**config.mk**
```make
export PLATFORM = sky130hd
export DESIGN_NAME = dbi_codec
export DESIGN_NICKNAME = d
export VERILOG_FILES = /design/src/rtl/dbi_pkg.sv /design/src/rtl/dbi_enc_lane.sv /design/src/rtl/dbi_dec_lane.sv /design/src/rtl/dbi_codec.sv
export SDC_FILE = /design/constraint.sdc
export NUM_CORES = 1
export LEC_CHECK = 0
export ABC_AREA = 1
export CORE_AREA = 2 2 134 136
export CTS_CLUSTER_SIZE = 16
export DETAILED_ROUTE_END_ITERATION = 16
export DIE_AREA = 0 0 136 138
export PLACE_DENSITY = 0.84
export SETUP_SLACK_MARGIN = 0.2
export SYNTH_ARGS = -nofsm -noshare
export SYNTH_HDL_FRONTEND = slang
export SYNTH_SLANG_ARGS = --single-unit
```
**constraint.sdc**
```tcl
create_clock -name clk -period 6.6 [get_ports clk]
set_clock_uncertainty 0.1 [all_clocks]
set_input_delay 0.99 -clock clk [delete_from_list [all_inputs] [get_ports clk]]
set_output_delay 0.99 -clock clk [all_outputs]
set_load 0.005 [all_outputs]
```
**src/rtl/dbi_pkg.sv**
```systemverilog
package dbi_pkg;

    localparam int DEF_GROUP_W = 16;
    localparam int DEF_GROUPS  = 4;

    typedef enum logic {
        LANE_PASS   = 1'b0,
        LANE_INVERT = 1'b1
    } lane_mode_e;

endpackage

```
**src/rtl/dbi_enc_lane.sv**
```systemverilog
module dbi_enc_lane
    import dbi_pkg::*;
#(
    parameter int W = DEF_GROUP_W
) (
    input  logic [W-1:0] data_i,
    output logic [W-1:0] line_o,
    output logic         flag_n_o
);
    localparam int CW    = $clog2(W + 1);
    localparam int LIMIT = W / 2;

    logic [CW-1:0] ones;
    lane_mode_e    mode;

    always_comb begin
        ones = '0;
        for (int i = 0; i < W; i++) begin
            ones = ones + CW'(data_i[i]);
        end
        mode = (ones > CW'(LIMIT)) ? LANE_INVERT : LANE_PASS;
        // active-low lines: uninverted means complement of logical value
        line_o   = (mode == LANE_INVERT) ? data_i : ~data_i;
        flag_n_o = (mode != LANE_INVERT);
    end
endmodule

```
**src/rtl/dbi_dec_lane.sv**
```systemverilog
module dbi_dec_lane
    import dbi_pkg::*;
#(
    parameter int W = DEF_GROUP_W
) (
    input  logic [W-1:0] line_i,
    input  logic         flag_n_i,
    output logic [W-1:0] data_o
);
    lane_mode_e mode;

    always_comb begin
        mode   = flag_n_i ? LANE_PASS : LANE_INVERT;
        data_o = (mode == LANE_INVERT) ? line_i : ~line_i;
    end
endmodule

```
**src/rtl/dbi_codec.sv**
```systemverilog
module dbi_codec
    import dbi_pkg::*;
#(
    parameter int GROUP_W = DEF_GROUP_W,
    parameter int GROUPS  = DEF_GROUPS
) (
    input  logic                         clk,
    input  logic                         rst,
    input  logic                         tx_valid_i,
    input  logic [GROUP_W*GROUPS-1:0]    tx_data_i,
    output logic                         tx_valid_o,
    output logic [GROUP_W*GROUPS-1:0]    tx_bus_o,
    output logic [GROUPS-1:0]            tx_flag_n_o,
    input  logic                         rx_valid_i,
    input  logic [GROUP_W*GROUPS-1:0]    rx_bus_i,
    input  logic [GROUPS-1:0]            rx_flag_n_i,
    output logic                         rx_valid_o,
    output logic [GROUP_W*GROUPS-1:0]    rx_data_o
);
    localparam int BUS_W = GROUP_W * GROUPS;

    logic [BUS_W-1:0]  enc_bus;
    logic [GROUPS-1:0] enc_flag_n;
    logic [BUS_W-1:0]  dec_data;

    for (genvar g = 0; g < GROUPS; g++) begin : g_lane
        dbi_enc_lane #(.W(GROUP_W)) u_enc (
            .data_i   (tx_data_i[g*GROUP_W +: GROUP_W]),
            .line_o   (enc_bus[g*GROUP_W +: GROUP_W]),
            .flag_n_o (enc_flag_n[g])
        );
        dbi_dec_lane #(.W(GROUP_W)) u_dec (
            .line_i   (rx_bus_i[g*GROUP_W +: GROUP_W]),
            .flag_n_i (rx_flag_n_i[g]),
            .data_o   (dec_data[g*GROUP_W +: GROUP_W])
        );
    end

    always_ff @(posedge clk) begin
        if (rst) begin
            tx_valid_o  <= 1'b0;
            tx_bus_o    <= '1;
            tx_flag_n_o <= '1;
        end else begin
            tx_valid_o <= tx_valid_i;
            if (tx_valid_i) begin
                tx_bus_o    <= enc_bus;
                tx_flag_n_o <= enc_flag_n;
            end
        end
    end

    always_ff @(posedge clk) begin
        if (rst) begin
            rx_valid_o <= 1'b0;
            rx_data_o  <= '0;
        end else begin
            rx_valid_o <= rx_valid_i;
            if (rx_valid_i) begin
                rx_data_o <= dec_data;
            end
        end
    end
endmodule

```
==> impl_metrics.toml, run 1 <==
[power_and_ir_drop]
ir_drop_mv = 0.2361
power.total_mw = 3.794
power_density_nw_per_um2 = 339.5
power_leakage_nw = 5.372

[route]
post-route-drc-count = 0
ant_nets = 0
drt-wirelength-per-cell_microns = 14.66
dr.pass1.iters = 7
routed_wl_mm = 22.62
viasPerCell = 4.914
drtIter0Drc = 493
vias = 7583

[finish]
multi_input_area_sq_um = 4217
drive_gt1_share_pct = 4.414
final_cells = 1543
layout_common_cells = "clkdlybuf4s50_1, inv_1, nand2_1"
layout_commonest_cell = "clkdlybuf4s50_1"
fillers = 1484
n_antenna_cell = 0
area.growth.synth_to_final_pct = 41.72
final_util_pct = 63.72
seqCellArea_sq_um = 2683
nNetsFinal = 1497

[sta]
tns_ns = 0
setup_viol = 0
grt_setup_unrepaired = "no"
drv_slew = 0
fin_crit_sh_pct = 84.82
slew_headroom_pct = 26.90
final_hold_viol_count = 0
timing.final.ws_setup_ns = 1.002
fin_crit_ns = 5.598
fmax_mhz = 178.6
tightest_slew_ns = 1.093

[floorplanning]
top_level_ports = 270
die_area_sq_um = 18770
core-area_sq_um = 17530
rows = 49
fp.dieW_microns = 136
die_y_microns = 138
initial_core_util_pct = 44.96

[worst_setup_path]
cp.required_ns = 6.80
worstSetupEndpointType = "flop"
cp.arrival_ns = 5.80
slowest_stage = "fa_1"
cpPeakStageDelay_ns = 0.54
startpoint_type = "primary input"
crit_path_cell_trace = "clkdlybuf4s50_1 > ha_1 > inv_1 > fa_1 > fa_1 > fa_1 > fa_1 > fa_1 > fa_1 > o21ai_0 > nand2_1 > nand2_2 > nand2_1 > nand3_1 > nand2_1"
cp_top_family = "adder cells"
path_class = "primary input to flop"
cp_max_fo = 17
crit_buf_inv = 2
worst_path_most_repeated_cell = "fa_1"

[job]
maxCapViolCount = 0

[clock_tree]
cts_tree = "yes"
cts_setup_buffers = 0
cts_buffer_depth = 2
ctsHoldBuffers = 0
ctsResizeCount = 0
cts.sinks = 134
cts_root_buf = "clkbuf_16"
clk_pin_slew_ns = 0.06
cts_max_level = 4
clk_latency_ns = 0.42
cts_buffers = 17

[synthesis]
yosysTopAreaCell = "dfxtp_1"
avgSynthCellArea_sq_um = 7.361
synth.area.top_cells = "dfxtp_1, fa_1, nand3_1"
synthArstFlopShare_pct = 0
synth_flop_cell = "dfxtp_1"
synth_warnings = 0
ys_seq_area_share_pct = 34.03
synthCells = 1071
netlist.area_leader.share_pct = 34.03
synth-edff-count = 0
synthesis.area_sq_um = 7884
syn_nets = 1267
yosysUniqueCellTypes = 26
synth_seq_cells = 134

[placed_design]
routabilityCongestion = 0.8937
hpwlAfterDp_mm = 15.95
dp_slack_ns = 0.6350
place_inst = 1511
io_buffers = 269

[grt]
grt_antenna_before_repair = 0
grt_pass1_vias = 7422
grt_overflow = 0
grt_max_degree = 74
grt_pass1_wl_mm = 37.07
grt_usage_pct = 24.70

[status]
outcome = "completed"

[hold_path]
min_path_type = "flop to flop"
## per-layer routing
layer	vias to the layer above	track usage [%]	wire, microns	share of wire [%]
met4	0	12.39	1060	4.7
met3	71	5.244	1258	5.6
li1	3774	-	-	-
met2	253	40.62	11030	49
met5	-	0	0	0
met1	3485	30.43	9268	41
## path summary, 6_finish.rpt
check                     start       endpoint  slack (ns)  cells after the start
hold reg to reg    tx_bus_o[49]   tx_bus_o[49]        0.37                      2
setup reg to reg  rx_data_o[22]  rx_data_o[22]        5.72                      4
hold / removal     tx_bus_o[49]   tx_bus_o[49]        0.37                      2
setup / recovery  tx_data_i[17]   tx_bus_o[24]        1.00                     15
## cell families (layout without fill, tap and decap cells)
group,after synthesis,count (layout),synth area share (%)
fa+ha+maj,60,60,13.33
flops,134,134,34.03
xor+xnor,64,64,7.110
compound gates,142,142,9.348
simple gates,432,432,23.69
buf+inv,239,482,12.49
## layout make-up
cell class              instances  area share, %
inverters                     176          5.913
repair buffers                274          24.32
well taps                     229          2.564
clock inverters                12          1.277
multi-input cells             698          37.74
clock buffers                  20          4.177
flip-flops and latches        134          24.01
## power breakdown
group	internal (mW)	switching (mW)
clock network	0.593	0.395
registers	0.947	0.0726
logic	0.770	1.02
## registers in the layout, summed over array words and instances, names as in the netlist
signal       count
tx_bus_o        64
rx_valid_o       1
tx_flag_n_o      4
rx_data_o       64
tx_valid_o       1
## worst reg2reg max path, stage by stage (launching register included)
cell	delay (ns)
dfxtp_1	0.35
nor2_1	0.05
nor2_1	0.12
o21ai_0	0.10
inv_1	0.11
## stage by stage
step,hold slack [ns],instance area (sq um)
after floorplan,0.3655,7884
after global placement,0.3506,10560
after detailed placement,0.3537,10560
after CTS,0.3703,11170
after global routing,0.3959,11170
final,0.3696,11170
## synthesized netlist by cell type (3+ instances only)
| cell type | n |
|---|---|
| inv_2 | 5 |
| clkbuf_1 | 27 |
| nand2_1 | 151 |
| buf_4 | 5 |
| ha_1 | 20 |
| nand3_1 | 134 |
| dfxtp_1 | 134 |
| inv_1 | 171 |
| nand2_2 | 3 |
| nand4_1 | 3 |
| buf_6 | 4 |
| o21ai_0 | 68 |
| buf_2 | 22 |
| nor2_1 | 134 |
| a21oi_1 | 69 |
| buf_1 | 4 |
| xor2_1 | 64 |
| fa_1 | 40 |
Power figures use the tool's default switching activity.
==> run 2, diff against run 1 <==
==> constraint.sdc (replaced) <==
create_clock -name clk -period 5.45 [get_ports clk]
set_clock_uncertainty 0.1 [all_clocks]
set_input_delay 0.8175 -clock clk [delete_from_list [all_inputs] [get_ports clk]]
set_output_delay 0.8175 -clock clk [all_outputs]
set_load 0.005 [all_outputs]
==> impl_metrics.toml, run 2 (synthesis gave the netlist of run 1 again) <==
[status]
outcome = "completed"

[grt]
grt_pass1_wl_mm = 37.05
grt_antenna_before_repair = 0
grt_max_degree = 79
grt_overflow = 0
grt_usage_pct = 24.54
grt_pass1_vias = 7384

[placed_design]
routabilityCongestion = 0.8626
io_buffers = 269
hpwlAfterDp_mm = 16.16

[floorplanning]
initial_core_util_pct = 44.96
fp.dieW_microns = 136
core-area_sq_um = 17530
die_area_sq_um = 18770
top_level_ports = 270
rows = 49
die_y_microns = 138

[power_and_ir_drop]
ir_drop_mv = 0.2558
pwr-share-clk_pct = 25.6
power_switching_share_pct = 38.05
sequentialPowerShare_pct = 26.1
power_leakage_nw = 5.419
power_density_nw_per_um2 = 419.4
power.total_mw = 4.731
power.net_switching_mw = 1.800
p_comb_share_pct = 48.3
intPower_mw = 2.931

[worst_setup_path]
worstRegToRegCells = 4
startpoint_type = "primary input"
crit_path_cell_trace = "clkdlybuf4s50_1 > ha_1 > inv_1 > fa_1 > fa_1 > fa_1 > fa_1 > fa_1 > fa_1 > nor2_1 > o21ai_4 > nand2_4 > nand2_1 > nand3_1 > nand2_1"
r2r_slack_ns = 4.57
cpPeakStageDelay_ns = 0.54
cp.required_ns = 5.65
slowest_stage = "fa_1"
path_class = "primary input to flop"
worst_path_most_repeated_cell = "fa_1"
cp_max_fo = 17
cp.arrival_ns = 5.31
r2r-end = "rx_data_o[61]"
timing.rr.start = "rx_data_o[61]"
worstSetupEndpointType = "flop"

[route]
post-route-drc-count = 0
drtIter0Drc = 508
met1Wirelength_mm = 9.362
highest_layer = "met4"
vias = 7635
routed_wl_mm = 22.87
ant_nets = 0
dr_wl_met3_mm = 1.205
viasPerCell = 4.919
met2WireLength_mm = 11.43
dr.pass1.iters = 6
drt-wirelength-per-cell_microns = 14.74

[sta]
fin_crit_sh_pct = 93.64
timing.hold.ws_ns = 0.3647
grt_setup_unrepaired = "yes"
tightest_slew_ns = 1.052
slew_headroom_pct = 29.64
fmax_mhz = 195.9
setup_viol = 0
final_hold_viol_count = 0
drv_slew = 0
fin_crit_ns = 5.103

[clock_tree]
cts_buffer_depth = 2
clk_pin_slew_ns = 0.06
cts_root_buf = "clkbuf_16"
clk_latency_ns = 0.41
cts_max_level = 4
cts_buffers = 17
ctsHoldBuffers = 0
cts_tree = "yes"
cts_setup_buffers = 0
cts.sinks = 134
ctsResizeCount = 0

[hold_path]
min_to = "tx_bus_o[2]"
min_path_cells = 2
min_from = "tx_bus_o[2]"
min_path_type = "flop to flop"

[finish]
drive_gt1_share_pct = 5.064
nNetsFinal = 1506
final_util_pct = 64.34
layout_commonest_cell = "clkdlybuf4s50_1"
n_antenna_cell = 0
layout_common_cells = "clkdlybuf4s50_1, inv_1, nand2_1"
area.growth.synth_to_final_pct = 43.09
top_regs = "rx_data_o x64, tx_bus_o x64, tx_flag_n_o x4"

[job]
maxCapViolCount = 0
run 2: cell types whose count changed in the layout (fill, tap and decap cells not counted), sizes merged:
cell,before,now
clkinvlp,1,3
clkbuf,20,19
buf,8,17
clkinv,5,3
bufinv,2,3
run 2: power by group through the flow:
stage	combinational [mW]	clock (mW)	sequential (mW)
floorplan	1.48	0	1.26
global placement	2.17	0	1.25
detailed placement	2.23	0	1.26
CTS	2.28	1.24	1.24
global route	2.58	1.28	1.26
finish	2.29	1.21	1.24
run 2: per-layer routing:
metal  up-vias  track usage [%]
li1       3794                -
met1      3534            30.80
met2       250            41.13
met3        57            4.657
met4         0            10.20
met5         -                0
run 2: worst max path at each step:
stage | startpoint | endpoint | slack, ns | depth (start not counted)
final | tx_data_i[49] | tx_bus_o[51] | 0.35 | 15
after global routing | tx_data_i[1] | tx_bus_o[10] | 0.19 | 17
after CTS | tx_data_i[49] | tx_bus_o[51] | 0.36 | 15
after detailed placement | tx_data_i[0] | tx_bus_o[9] | -0.03 | 17
after global placement | tx_data_i[49] | tx_bus_o[51] | 0.08 | 17
after floorplan | tx_data_i[32] | tx_bus_o[39] | 0.68 | 15
run 2: area by class of cell:
cell class / instances / area (sq um)
tap: 229 / 286.5
timing repair buffer: 283 / 2798
multi-input combinational: 698 / 4230
fill: 1467 / 6254
sequential: 134 / 2683
inverter: 176 / 660.6
clock buffer: 19 / 452.9
clock inverter: 13 / 170.2
run 2: worst max-delay path, delay by kind of cell:
family	cells	cell delay [ns]
AOI/OAI and AO/OA	1	0.17
buffers and inverters	2	0.50
and+or+nand+nor	5	0.70
adders and majority gates	7	3.11
run 2: through the flow:
step / setup slack, ns / TNS, ns / cells / area (sq um)
floorplan: 0.6835 / 0 / 1071 / 7884
global placement: 0.08206 / 0 / 1520 / 10640
detailed placement: -0.02631 / -0.2472 / 1520 / 10640
CTS: 0.3554 / 0 / 1552 / 11270
global route: 0.1872 / 0 / 1552 / 11280
finish: 0.3466 / 0 / 1552 / 11280
==> run 3, diff against run 2 <==
--- a/config.mk
+++ b/config.mk
@@ -6,11 +6,11 @@
 export NUM_CORES = 1
 export LEC_CHECK = 0
 export ABC_AREA = 1
-export CORE_AREA = 2 2 134 136
+export CORE_AREA = 2 2 129 131
 export CTS_CLUSTER_SIZE = 16
 export DETAILED_ROUTE_END_ITERATION = 16
-export DIE_AREA = 0 0 136 138
-export PLACE_DENSITY = 0.84
+export DIE_AREA = 0 0 131 133
+export PLACE_DENSITY = 0.9
 export SETUP_SLACK_MARGIN = 0.2
 export SYNTH_ARGS = -nofsm -noshare
 export SYNTH_HDL_FRONTEND = slang
==> constraint.sdc (replaced) <==
create_clock -name clk -period 6.2 [get_ports clk]
set_clock_uncertainty 0.1 [all_clocks]
set_input_delay 0.93 -clock clk [delete_from_list [all_inputs] [get_ports clk]]
set_output_delay 0.93 -clock clk [all_outputs]
set_load 0.005 [all_outputs]
==> impl_metrics.toml, run 3 (synthesis gave the netlist of run 1 again) <==
[grt]
grt_overflow = 0
grt_pass1_wl_mm = 36.86
grt_max_degree = 78
grt_pass1_vias = 7372
grt_usage_pct = 26.95
grt_antenna_before_repair = 0

[worst_setup_path]
cp.arrival_ns = 5.58
cp_max_fo = 17
cp.required_ns = 6.41
startpoint_type = "primary input"
worstSetupEndpointType = "flop"
path_class = "primary input to flop"

[finish]
final_util_pct = 69.49
drive_gt1_share_pct = 4.632
area.growth.synth_to_final_pct = 42.53
layout_commonest_cell = "clkdlybuf4s50_1"
nNetsFinal = 1500
layout_common_cells = "clkdlybuf4s50_1, inv_1, nand2_1"
n_antenna_cell = 0
final_cells = 1537
top_regs = "rx_data_o x64, tx_bus_o x64, tx_flag_n_o x4"

[clock_tree]
cts_tree = "yes"
cts_root_buf = "clkbuf_16"
clk_pin_slew_ns = 0.06
cts_setup_buffers = 0
cts_buffers = 17
ctsResizeCount = 0
cts.sinks = 134
clk_latency_ns = 0.43
ctsHoldBuffers = 0
cts_max_level = 4
cts_buffer_depth = 2

[route]
drt-wirelength-per-cell_microns = 15.41
vias = 7869
routed_wl_mm = 23.68
viasPerCell = 5.120
drtIter0Drc = 554
dr.pass1.iters = 5
post-route-drc-count = 0
ant_nets = 0

[sta]
drv_slew = 0
tightest_slew_ns = 1.013
tns_ns = 0
fin_crit_ns = 5.369
fmax_mhz = 186.2
setup_viol = 0
final_hold_viol_count = 0
grt_setup_unrepaired = "no"
fin_crit_sh_pct = 86.60
slew_headroom_pct = 32.22

[floorplanning]
top_level_ports = 270
die_area_sq_um = 17420
die_y_microns = 133
fp.dieW_microns = 131
rows = 47
initial_core_util_pct = 48.75
core-area_sq_um = 16170

[power_and_ir_drop]
power.net_switching_mw = 1.586
sequentialPowerShare_pct = 26.0
pwr-share-clk_pct = 27.2
ir_drop_mv = 0.3999
power_density_nw_per_um2 = 370.9
p_comb_share_pct = 46.7
power_leakage_nw = 5.405
power_switching_share_pct = 38.05
intPower_mw = 2.582

[placed_design]
io_buffers = 269
place_inst = 1505
routabilityCongestion = 0.8543
hpwlAfterDp_mm = 16.45

[job]
maxCapViolCount = 0

[hold_path]
min_path_type = "flop to flop"

[status]
outcome = "completed"
## run 3: path summary, 6_finish.rpt
check | from | endpoint | slack (ns) | depth (start not counted)
hold / removal | tx_bus_o[41] | tx_bus_o[41] | 0.36 | 2
hold reg to reg | tx_bus_o[41] | tx_bus_o[41] | 0.36 | 2
setup / recovery | tx_data_i[0] | tx_bus_o[2] | 0.83 | 17
setup reg to reg | rx_data_o[42] | rx_data_o[42] | 5.29 | 4
## run 3: critical path, cell delays in order
cell and delay [ns]:
clkdlybuf4s50_1 0.47, ha_1 0.32, inv_1 0.05, fa_1 0.50, fa_1 0.53, fa_1 0.56, fa_1 0.45, fa_1 0.42
fa_1 0.43, inv_1 0.08, nand2_1 0.07, nand4_2 0.08, nand3_4 0.21, nand2_4 0.25, nand2_1 0.07, nand3_1 0.07
nand2_1 0.07
## run 3: stage by stage
step	power [mW]	hold WS, ns	area, sq um	setup WS, ns
after global placement	2.932	0.3504	10580	0.7005
after CTS	4.185	0.3680	11240	0.8763
after global routing	4.467	0.3899	11240	0.6148
after detailed placement	3.017	0.3524	10580	0.5149
after floorplan	2.412	0.3655	7884	1.321
final	4.168	0.3634	11240	0.8305
## run 3: power by group through the flow
stage	combinational (mW)	sequential [mW]	clock, mW
after detailed placement	1.92	1.10	0
after global placement	1.83	1.10	0
after global routing	2.17	1.10	1.19
after CTS	1.94	1.09	1.15
final	1.95	1.09	1.14
after floorplan	1.30	1.11	0
## run 3: layout make-up
cell class / count / area (sq um)
Multi-Input combinational cell: 698 / 4217
Clock buffer: 18 / 439.2
Inverter: 176 / 660.6
Clock inverter: 14 / 222.7
Timing Repair Buffer: 277 / 2740
Fill cell: 1239 / 4935
Tap cell: 220 / 275.3
Sequential cell: 134 / 2683
## run 3: metal layers
layer | wire length, microns | track usage, %
met1 | 9506 | 32.78
met2 | 11600 | 44.24
met3 | 1248 | 4.731
met4 | 1322 | 15.90
met5 | 0 | 0
